<file path="src/rtl/ir_tx_pkg.sv">
package ir_tx_pkg;

  typedef enum logic [1:0] {
    PM_CONT  = 2'b00,
    PM_EIGHT = 2'b01,
    PM_SIX   = 2'b10,
    PM_RSVD  = 2'b11
  } pulse_mode_e;

  localparam int PCNT_W = 4;

  // Pulse budget per logic-0 bit; zero means unlimited.
  function automatic logic [PCNT_W-1:0] pulse_cap(pulse_mode_e m);
    case (m)
      PM_EIGHT: pulse_cap = PCNT_W'(8);
      PM_SIX:   pulse_cap = PCNT_W'(6);
      default:  pulse_cap = '0;
    endcase
  endfunction

endpackage

</file>
<file path="src/rtl/ir_run_feeder.sv">
module ir_run_feeder
  import ir_tx_pkg::*;
#(
  parameter int BIT_DIV_W = 16,
  parameter int CAR_DIV_W = 8
) (
  input  logic                 clk,
  input  logic                 rst,
  input  logic [7:0]           in_data,
  input  logic                 in_valid,
  output logic                 in_ready,
  input  logic                 rle_en,
  input  logic [1:0]           pulse_mode,
  input  logic [BIT_DIV_W-1:0] bit_div,
  input  logic [CAR_DIV_W-1:0] car_div,
  output logic                 active,
  output logic                 bit_val,
  output logic                 bit_restart,
  output pulse_mode_e          mode_q,
  output logic [CAR_DIV_W-1:0] cdiv_q
);

  localparam int RUN_W = 7;

  logic [BIT_DIV_W-1:0] bdiv_q;
  logic [BIT_DIV_W-1:0] cyc;
  logic [RUN_W-1:0]     remaining;
  logic [6:0]           shreg;
  logic                 rle_q;
  logic                 accept;
  logic                 bit_end;
  logic [BIT_DIV_W-1:0] bdiv_in;
  logic [CAR_DIV_W-1:0] cdiv_in;

  assign in_ready    = !active;
  assign accept      = in_valid && in_ready;
  assign bit_end     = active && (cyc == bdiv_q - BIT_DIV_W'(1));
  assign bit_restart = accept || bit_end;
  assign bdiv_in     = (bit_div < BIT_DIV_W'(2)) ? BIT_DIV_W'(2) : bit_div;
  assign cdiv_in     = (car_div < CAR_DIV_W'(2)) ? CAR_DIV_W'(2) : car_div;

  always_ff @(posedge clk) begin
    if (rst) begin
      active    <= 1'b0;
      cyc       <= '0;
      remaining <= '0;
      shreg     <= '0;
      bit_val   <= 1'b1;
      rle_q     <= 1'b0;
      mode_q    <= PM_CONT;
      bdiv_q    <= BIT_DIV_W'(2);
      cdiv_q    <= CAR_DIV_W'(2);
    end else if (accept) begin
      active <= 1'b1;
      cyc    <= '0;
      rle_q  <= rle_en;
      mode_q <= pulse_mode_e'(pulse_mode);
      bdiv_q <= bdiv_in;
      cdiv_q <= cdiv_in;
      if (rle_en) begin
        bit_val   <= in_data[7];
        remaining <= in_data[6:0];
        shreg     <= '0;
      end else begin
        bit_val   <= in_data[0];
        remaining <= RUN_W'(7);
        shreg     <= in_data[7:1];
      end
    end else if (active) begin
      if (bit_end) begin
        cyc <= '0;
        if (remaining == '0) begin
          active <= 1'b0;
        end else begin
          remaining <= remaining - RUN_W'(1);
          if (!rle_q) begin
            bit_val <= shreg[0];
            shreg   <= {1'b0, shreg[6:1]};
          end
        end
      end else begin
        cyc <= cyc + BIT_DIV_W'(1);
      end
    end
  end


  accept_takes_chk: assert property (@(posedge clk) disable iff (rst)
    accept |=> (active && !in_ready));


  run_value_steady_chk: assert property (@(posedge clk) disable iff (rst)
    (active && rle_q && $past(active)) |-> $stable(bit_val));


  plain_bit_budget_chk: assert property (@(posedge clk) disable iff (rst)
    (active && !rle_q) |-> (remaining <= RUN_W'(7)));


  settings_hold_chk: assert property (@(posedge clk) disable iff (rst)
    (active && $past(active)) |-> ($stable(mode_q) && $stable(cdiv_q) && $stable(bdiv_q)));

endmodule

</file>
<file path="src/rtl/ir_carrier_shaper.sv">
module ir_carrier_shaper
  import ir_tx_pkg::*;
#(
  parameter int CAR_DIV_W = 8
) (
  input  logic                 clk,
  input  logic                 rst,
  input  logic                 active,
  input  logic                 bit_val,
  input  logic                 restart,
  input  pulse_mode_e          mode,
  input  logic [CAR_DIV_W-1:0] cdiv,
  output logic                 ir_out
);

  logic [CAR_DIV_W-1:0] ph;
  logic [PCNT_W-1:0]    pc;
  logic [CAR_DIV_W-1:0] half;
  logic [PCNT_W-1:0]    cap;
  logic                 budget_ok;

  assign half      = cdiv >> 1;
  assign cap       = pulse_cap(mode);
  assign budget_ok = (cap == '0) || (pc < cap);

  always_ff @(posedge clk) begin
    if (rst) begin
      ph     <= '0;
      pc     <= '0;
      ir_out <= 1'b0;
    end else begin
      if (restart) begin
        ph <= '0;
        pc <= '0;
      end else if (ph == cdiv - CAR_DIV_W'(1)) begin
        ph <= '0;
        if (pc != {PCNT_W{1'b1}}) pc <= pc + PCNT_W'(1);
      end else begin
        ph <= ph + CAR_DIV_W'(1);
      end
      ir_out <= active && !bit_val && (ph < half) && budget_ok;
    end
  end


  idle_dark_chk: assert property (@(posedge clk) disable iff (rst)
    !active |=> !ir_out);


  one_bit_dark_chk: assert property (@(posedge clk) disable iff (rst)
    (active && bit_val) |=> !ir_out);


  eight_cap_chk: assert property (@(posedge clk) disable iff (rst)
    (mode == PM_EIGHT && pc >= PCNT_W'(8)) |=> !ir_out);


  six_cap_chk: assert property (@(posedge clk) disable iff (rst)
    (mode == PM_SIX && pc >= PCNT_W'(6)) |=> !ir_out);

endmodule

</file>
<file path="src/rtl/ir_tx_modulator.sv">
module ir_tx_modulator
  import ir_tx_pkg::*;
#(
  parameter int BIT_DIV_W = 16,
  parameter int CAR_DIV_W = 8
) (
  input  logic                 clk,
  input  logic                 rst,
  input  logic [7:0]           in_data,
  input  logic                 in_valid,
  output logic                 in_ready,
  input  logic                 rle_en,
  input  logic [1:0]           pulse_mode,
  input  logic [BIT_DIV_W-1:0] bit_div,
  input  logic [CAR_DIV_W-1:0] car_div,
  output logic                 ir_out,
  output logic                 busy
);

  logic                 active;
  logic                 bit_val;
  logic                 bit_restart;
  pulse_mode_e          mode_q;
  logic [CAR_DIV_W-1:0] cdiv_q;

  ir_run_feeder #(
    .BIT_DIV_W(BIT_DIV_W),
    .CAR_DIV_W(CAR_DIV_W)
  ) u_feeder (
    .clk        (clk),
    .rst        (rst),
    .in_data    (in_data),
    .in_valid   (in_valid),
    .in_ready   (in_ready),
    .rle_en     (rle_en),
    .pulse_mode (pulse_mode),
    .bit_div    (bit_div),
    .car_div    (car_div),
    .active     (active),
    .bit_val    (bit_val),
    .bit_restart(bit_restart),
    .mode_q     (mode_q),
    .cdiv_q     (cdiv_q)
  );

  ir_carrier_shaper #(
    .CAR_DIV_W(CAR_DIV_W)
  ) u_shaper (
    .clk    (clk),
    .rst    (rst),
    .active (active),
    .bit_val(bit_val),
    .restart(bit_restart),
    .mode   (mode_q),
    .cdiv   (cdiv_q),
    .ir_out (ir_out)
  );

  assign busy = active;


  reset_state_chk: assert property (@(posedge clk)
    rst |=> (!ir_out && !busy && in_ready));


  ready_after_done_chk: assert property (@(posedge clk) disable iff (rst)
    $fell(busy) |-> in_ready);

endmodule

</file>
<file path="config.mk">
export PLATFORM = sky130hd
export DESIGN_NAME = ir_tx_modulator
export DESIGN_NICKNAME = d
export VERILOG_FILES = /design/src/rtl/ir_tx_pkg.sv /design/src/rtl/ir_run_feeder.sv /design/src/rtl/ir_carrier_shaper.sv /design/src/rtl/ir_tx_modulator.sv
export SDC_FILE = /design/constraint.sdc
export NUM_CORES = 1
export LEC_CHECK = 0
export BUFFER_PORTS_ARGS = -buffer_cell sky130_fd_sc_hd__buf_2
export CAP_MARGIN = 20
export CORE_MARGIN = 2
export CORE_UTILIZATION = 50
export CTS_CLUSTER_DIAMETER = 30
export DETAILED_ROUTE_END_ITERATION = 7
export PLACE_DENSITY = 0.68
export SYNTH_ARGS = -nofsm -noshare
export SYNTH_HDL_FRONTEND = slang
export SYNTH_SLANG_ARGS = --single-unit
</file>
<file path="constraint.sdc">
create_clock -name clk -period 3.55 [get_ports clk]
set_input_delay 0 -clock clk [delete_from_list [all_inputs] [get_ports clk]]
set_output_delay 0 -clock clk [all_outputs]
set_load 0.05 [all_outputs]
</file>
Word-level counts from Yosys, hierarchy flattened
Cells that the tools add are included.
Widths: inputs -> output; s select.
- add/subtract/negate cells: 6
- $mul: 0
- divide/modulo/power cells: 0
- magnitude comparators: 4
- equality and inequality tests: 7
- shift-type cells: 0
- multiplexer cells: 25
- bitwise operators: 0
- reductions and logical operators: 19
- operators with widths (operator ; number):
    $mux 7 ; 11
    $mux 16 ; 2
    $add 16x1->16 const B ; 1
    $eq 16x16->1 ; 1
    $lt 16x2->1 const B ; 1
    $sub 16x1->16 const B ; 1
    $mux 1 ; 10
    $add 8x1->8 const B ; 1
    $eq 8x8->1 ; 1
    $lt 8x2->1 const B ; 1
    $lt 8x7->1 ; 1
    $mux 8 ; 1
    $pmux 4 s2 ; 1
    $sub 8x1->8 const B ; 1
    $logic_not 7->1 ; 1
    $sub 7x1->7 const B ; 1
    $logic_and 1x1->1 ; 5
    $add 4x1->4 const B ; 1
    $logic_not 4->1 ; 1
    $lt 4x4->1 ; 1
    $ne 4x4->1 const B ; 1
    $reduce_and 4->1 ; 1
    $reduce_bool 2->1 ; 2
    $reduce_or 2->1 ; 2
    other kinds (9) ; 11
- bits in registers: 72
- latch bits: 0
- memory bits (writable): 0
- bits in read-only memories: 0
- input bits: 38
- output and inout port bits: 3
- word-level logic and storage cells: 73
- memories: 0

Longest topological paths before layout
- depth after elaboration: 6
- gate-level depth with buffers: 12
- depth with buffers taken out: 9

Modules after synthesis
From an unflattened synthesis, not the netlist that was laid out.
- cells, all modules: 564
- area total of the unflattened synthesis: 4404.2 µm²
- modules (own cells, without submodules) (module ; times used ; cells an instance ; area an instance (µm²) ; seq. area each (µm²)):
    ir_run_feeder ; 1 ; 429 ; 3350.7 ; 1181.1
    ir_carrier_shaper ; 1 ; 135 ; 1053.5 ; 260.2

Worst setup path before layout
Ideal clock, no wire load.
- path kind: register to register
- start: register u_feeder.bdiv_q[0]
- end: register u_feeder.remaining[2]
- library setup time: 0.122 ns
- arrival time: 3.112 ns
- required time: 3.428 ns
- path slack: 0.316 ns
- cell stages (with the launch flop): 12
- path buffers: 2
- period minus slack after synthesis: 3.234 ns
- path through: dfxtp_1 > inv_1 > ha_1 > or4b_1 > clkbuf_2 > or3_1 > a211oi_2 > o311ai_1 > or4_1 > buf_6 > or3_4 > a311o_1
- cells in the longest elaborated chain, start to end: 5
- ends and longest elaborated chain (what ; RTL line ; RTL):
    start: declaration ; ir_run_feeder.sv:25 ; logic [BIT_DIV_W-1:0] bdiv_q;
    start signal: assignment ; ir_run_feeder.sv:58 ; bdiv_q <= bdiv_in;
    $sub 16x1->16 ; ir_run_feeder.sv:37 ; assign bit_end = active && (cyc == bdiv_q - BIT_DIV_W'(1));
    $eq 16x16->1 ; ir_run_feeder.sv:37 ;
    $logic_and 1x1->1 ; ir_run_feeder.sv:37 ;
    $reduce_bool 2->1 (no line) ; -- ;
    $reduce_and 3->1 (no line) ; -- ;
    end signal: assignment ; ir_run_feeder.sv:62 ; remaining <= in_data[6:0];
    end signal: assignment ; ir_run_feeder.sv:75 ; remaining <= remaining - RUN_W'(1);
    end: declaration ; ir_run_feeder.sv:27 ; logic [RUN_W-1:0] remaining;
Every way passes these cells.
A chain may end at the register's enable or synchronous reset.

Worst setup path in the final report
- start: register u_feeder.bdiv_q[0]
- end: register u_feeder.remaining[4]
The elaborated chain is that of the path after synthesis.

==> out/qor.csv <==
metric,value,unit
status,"complete, no violations",
"Seq/Total Area, Yosys",0.347,
Initial Util,0.511,
setup_tns,0,ps
Global Route Usage Sum,0.247,
unrepaired setup endpoints after global routing,no,
first-pass GRT wire length,17600,µm
CP endpoint kind,flip-flop,
Hold WS,146,ps
Root Buffer,clkbuf_8,
Yosys cell types,64,
area post-placement,4440,µm²
Die ar.,9050,µm²
DRT antenna net count,0,
reg2reg path depth,9,
Logic pwr share,0.195,
synthesis-to-layout area growth,22.1,%
number of synthesis warnings,0,
Chip Height,95.2,µm
DRC viols,0,
post-CTS setup buffers,0,
htree depth,3,
Crit Path Max Fanout,6,
switch share,0.288,
total number of vias,4026,
Total Wirelength,10700,µm
pins over their slew limit,0,
Post-synth ARST share,0,
syn_nets,581,
GP Congestion,0.940,
WP data required,3790,ps
worst vdd ir,0.242,mV
# nets final,654,
clock network fraction of total power,0.366,
sw power,0.587,mW
First-pass DRT Iterations,5,
FMAX,306,MHz
routed vias/inst,5.67,
core area,8130,µm²
Finished Layout Cells,710,
Clock Sinks,72,
Flop pwr share,0.439,
max-cap viol count,0,
clk_skew,7.67,ps
Syn Inst Count,527,
Post-Syn Area per Cell,7.88,µm²
Post-synth top flop,dfxtp_1,
Slew HR,0.383,
Ports,41,
hold violation total from the final report,0,
crit path launch type,flip-flop,
number of flops mapped to enable cells by yosys,0,
Starting DRT DRC Count,169,
WP data arrival,3510,ps
drt wl/cell,15.0,µm
Pwr Density,402,nW/µm²
Leak,2.04,nW
final critical-path share of the clock period,0.921,
Rows,33,
hpwl dp,7300,µm
worst slew pin tran,922,ps
placed insts,656,
Synth Register Bits,72,
Tmin final,3270,ps
n_diodes,0,
Congestion Overflow GR,0,
setup violation total in the final timing report,0,
port bufs,40,
antenna violations before repair,0,
hold crit path type,in2reg,
clock slew at reported path FFs,80,ps
P_int,1.45,mW
share of post-route cells with drive strength above 1,0.124,
vias in the first global route,3846,
CTS Buf Count,9,
final non-filler cell area,5070,µm²
die width,95.2,µm
CTS tree,built,
Max Buffers Root-to-Sink,2,
largest net degree at the start of global routing,42,
Hold Path Cell Cnt,3,
post-synth design cell area,4150,µm²
"Worst Path Class, Setup",reg2reg,
Clock Latency Late Sink,350,ps
worst max-delay path, cell delays in order (launching register included):
cell      delay [ps]
dfxtp_1          350
inv_1             90
ha_1             170
or4b_1           460
or3_1            390
a211oi_2         260
o311ai_1         140
or4_4            510
or3_4            440
a311o_1          350
worst paths after layout:
| path | to | slack [ps] | start |
|---|---|---|---|
| worst max-delay path | u_feeder.remaining[4]$_SDFFE_PP0P_ | 280 | u_feeder.bdiv_q[0]$_SDFFE_PP0P_ |
| worst min register to register | u_feeder.rle_q$_SDFFE_PP0P_ | 460 | u_feeder.rle_q$_SDFFE_PP0P_ |
| worst min-delay path | u_feeder.remaining[0]$_SDFFE_PP0P_ | 150 | in_data[0] |
| worst max register to register | u_feeder.remaining[4]$_SDFFE_PP0P_ | 280 | u_feeder.bdiv_q[0]$_SDFFE_PP0P_ |
cell usage after synthesis, drive strengths merged (4+ instances only):
library cell  instances  area share
nand2                73       0.066
dfxtp                72        0.35
nor2                 55       0.050
a21oi                33       0.040
xor2                 29       0.061
inv                  23       0.021
nand3                21       0.025
clkbuf               18       0.017
xnor2                18       0.038
ha                   16       0.048
nor3                 15       0.018
o21ai                14       0.018
nor4                 13       0.020
and3                 12       0.018
nand4                 9       0.014
o311ai                9       0.019
a31oi                 8       0.012
and2                  6      0.0090
or3                   6       0.010
a21o                  5      0.0090
mux2i                 5       0.012
nand2b                5      0.0075
nor2b                 5      0.0075
buf                   4      0.0057
or4                   4      0.0072
logic make-up (layout without fill, tap and decap cells):
group,Yosys count,count (layout),share of synthesized area
AO/OA/AOI/OAI,101,101,0.165
flip-flops,72,72,0.347
multiplexers,6,6,0.0148
adder cells (fa/ha/maj),16,16,0.0482
XOR/XNOR,47,47,0.0991
buffers and inverters,45,123,0.0431
AND/OR/NAND/NOR,240,240,0.283
cells in the final DEF (no fill, tap or decap), drive strengths merged, types with 12 or more instances in the layout:
master | netlist | final
xnor2 | 18 | 18
nand2 | 73 | 73
dlygate4sd3 | 0 | 38
buf | 4 | 46
ha | 16 | 16
o21ai | 14 | 14
nor2 | 55 | 55
nor3 | 15 | 15
a21oi | 33 | 33
clkbuf | 18 | 15
nand3 | 21 | 21
and3 | 12 | 12
inv | 23 | 23
dfxtp | 72 | 72
nor4 | 13 | 13
xor2 | 29 | 29
power groups by stage:
stage / sequential [mW] / clock (mW) / combinational (mW)
finish: 0.896 / 0.746 / 0.398
global route: 0.904 / 0.793 / 0.439
CTS: 0.895 / 0.762 / 0.389
detailed placement: 0.914 / 0 / 0.355
global placement: 0.912 / 0 / 0.350
floorplan: 0.902 / 0 / 0.265
metal layers:
metal  global-route usage  wire [µm]
met3               0.0514        496
met5                    0          0
met4               0.0845        203
met2                0.444       5390
met1                0.290       4590
final cells by class:
class | count | area (µm²)
flip-flops and latches | 72 | 1440
well taps | 105 | 131
clock buffers | 15 | 206
multi-input cells | 410 | 2550
inverters | 23 | 86.3
fillers | 700 | 3060
clock inverters | 1 | 30.0
repair buffers | 84 | 626
sequential cells by signal, summed over array words and instances (netlist names):
| name | cells |
|---|---|
| u_feeder.active | 1 |
| u_shaper.ir_out | 1 |
| u_shaper.ph | 8 |
| u_feeder.cdiv_q | 8 |
| u_feeder.bit_val | 1 |
| u_feeder.mode_q | 2 |
| u_shaper.pc | 4 |
| u_feeder.bdiv_q | 16 |
| u_feeder.remaining | 7 |
| u_feeder.shreg | 7 |
| u_feeder.rle_q | 1 |
| u_feeder.cyc | 16 |
repair_timing:
action	CTS	global route
endpoints found under the setup margin	0	11
resized for setup	0	4
hold buffers	38	0
endpoints found under the hold margin	39	0
per-stage QoR:
step           utilization  setup WS [ps]  total power [mW]
2_1_floorplan            -            316              1.17
3_3_place_gp         0.546            294              1.26
3_5_place_dp         0.546            165              1.27
4_1_cts              0.622            100              2.05
5_1_grt              0.624           90.1              2.14
6_report             0.624            279              2.04
No activity file was read; power rests on OpenSTA's default activity.
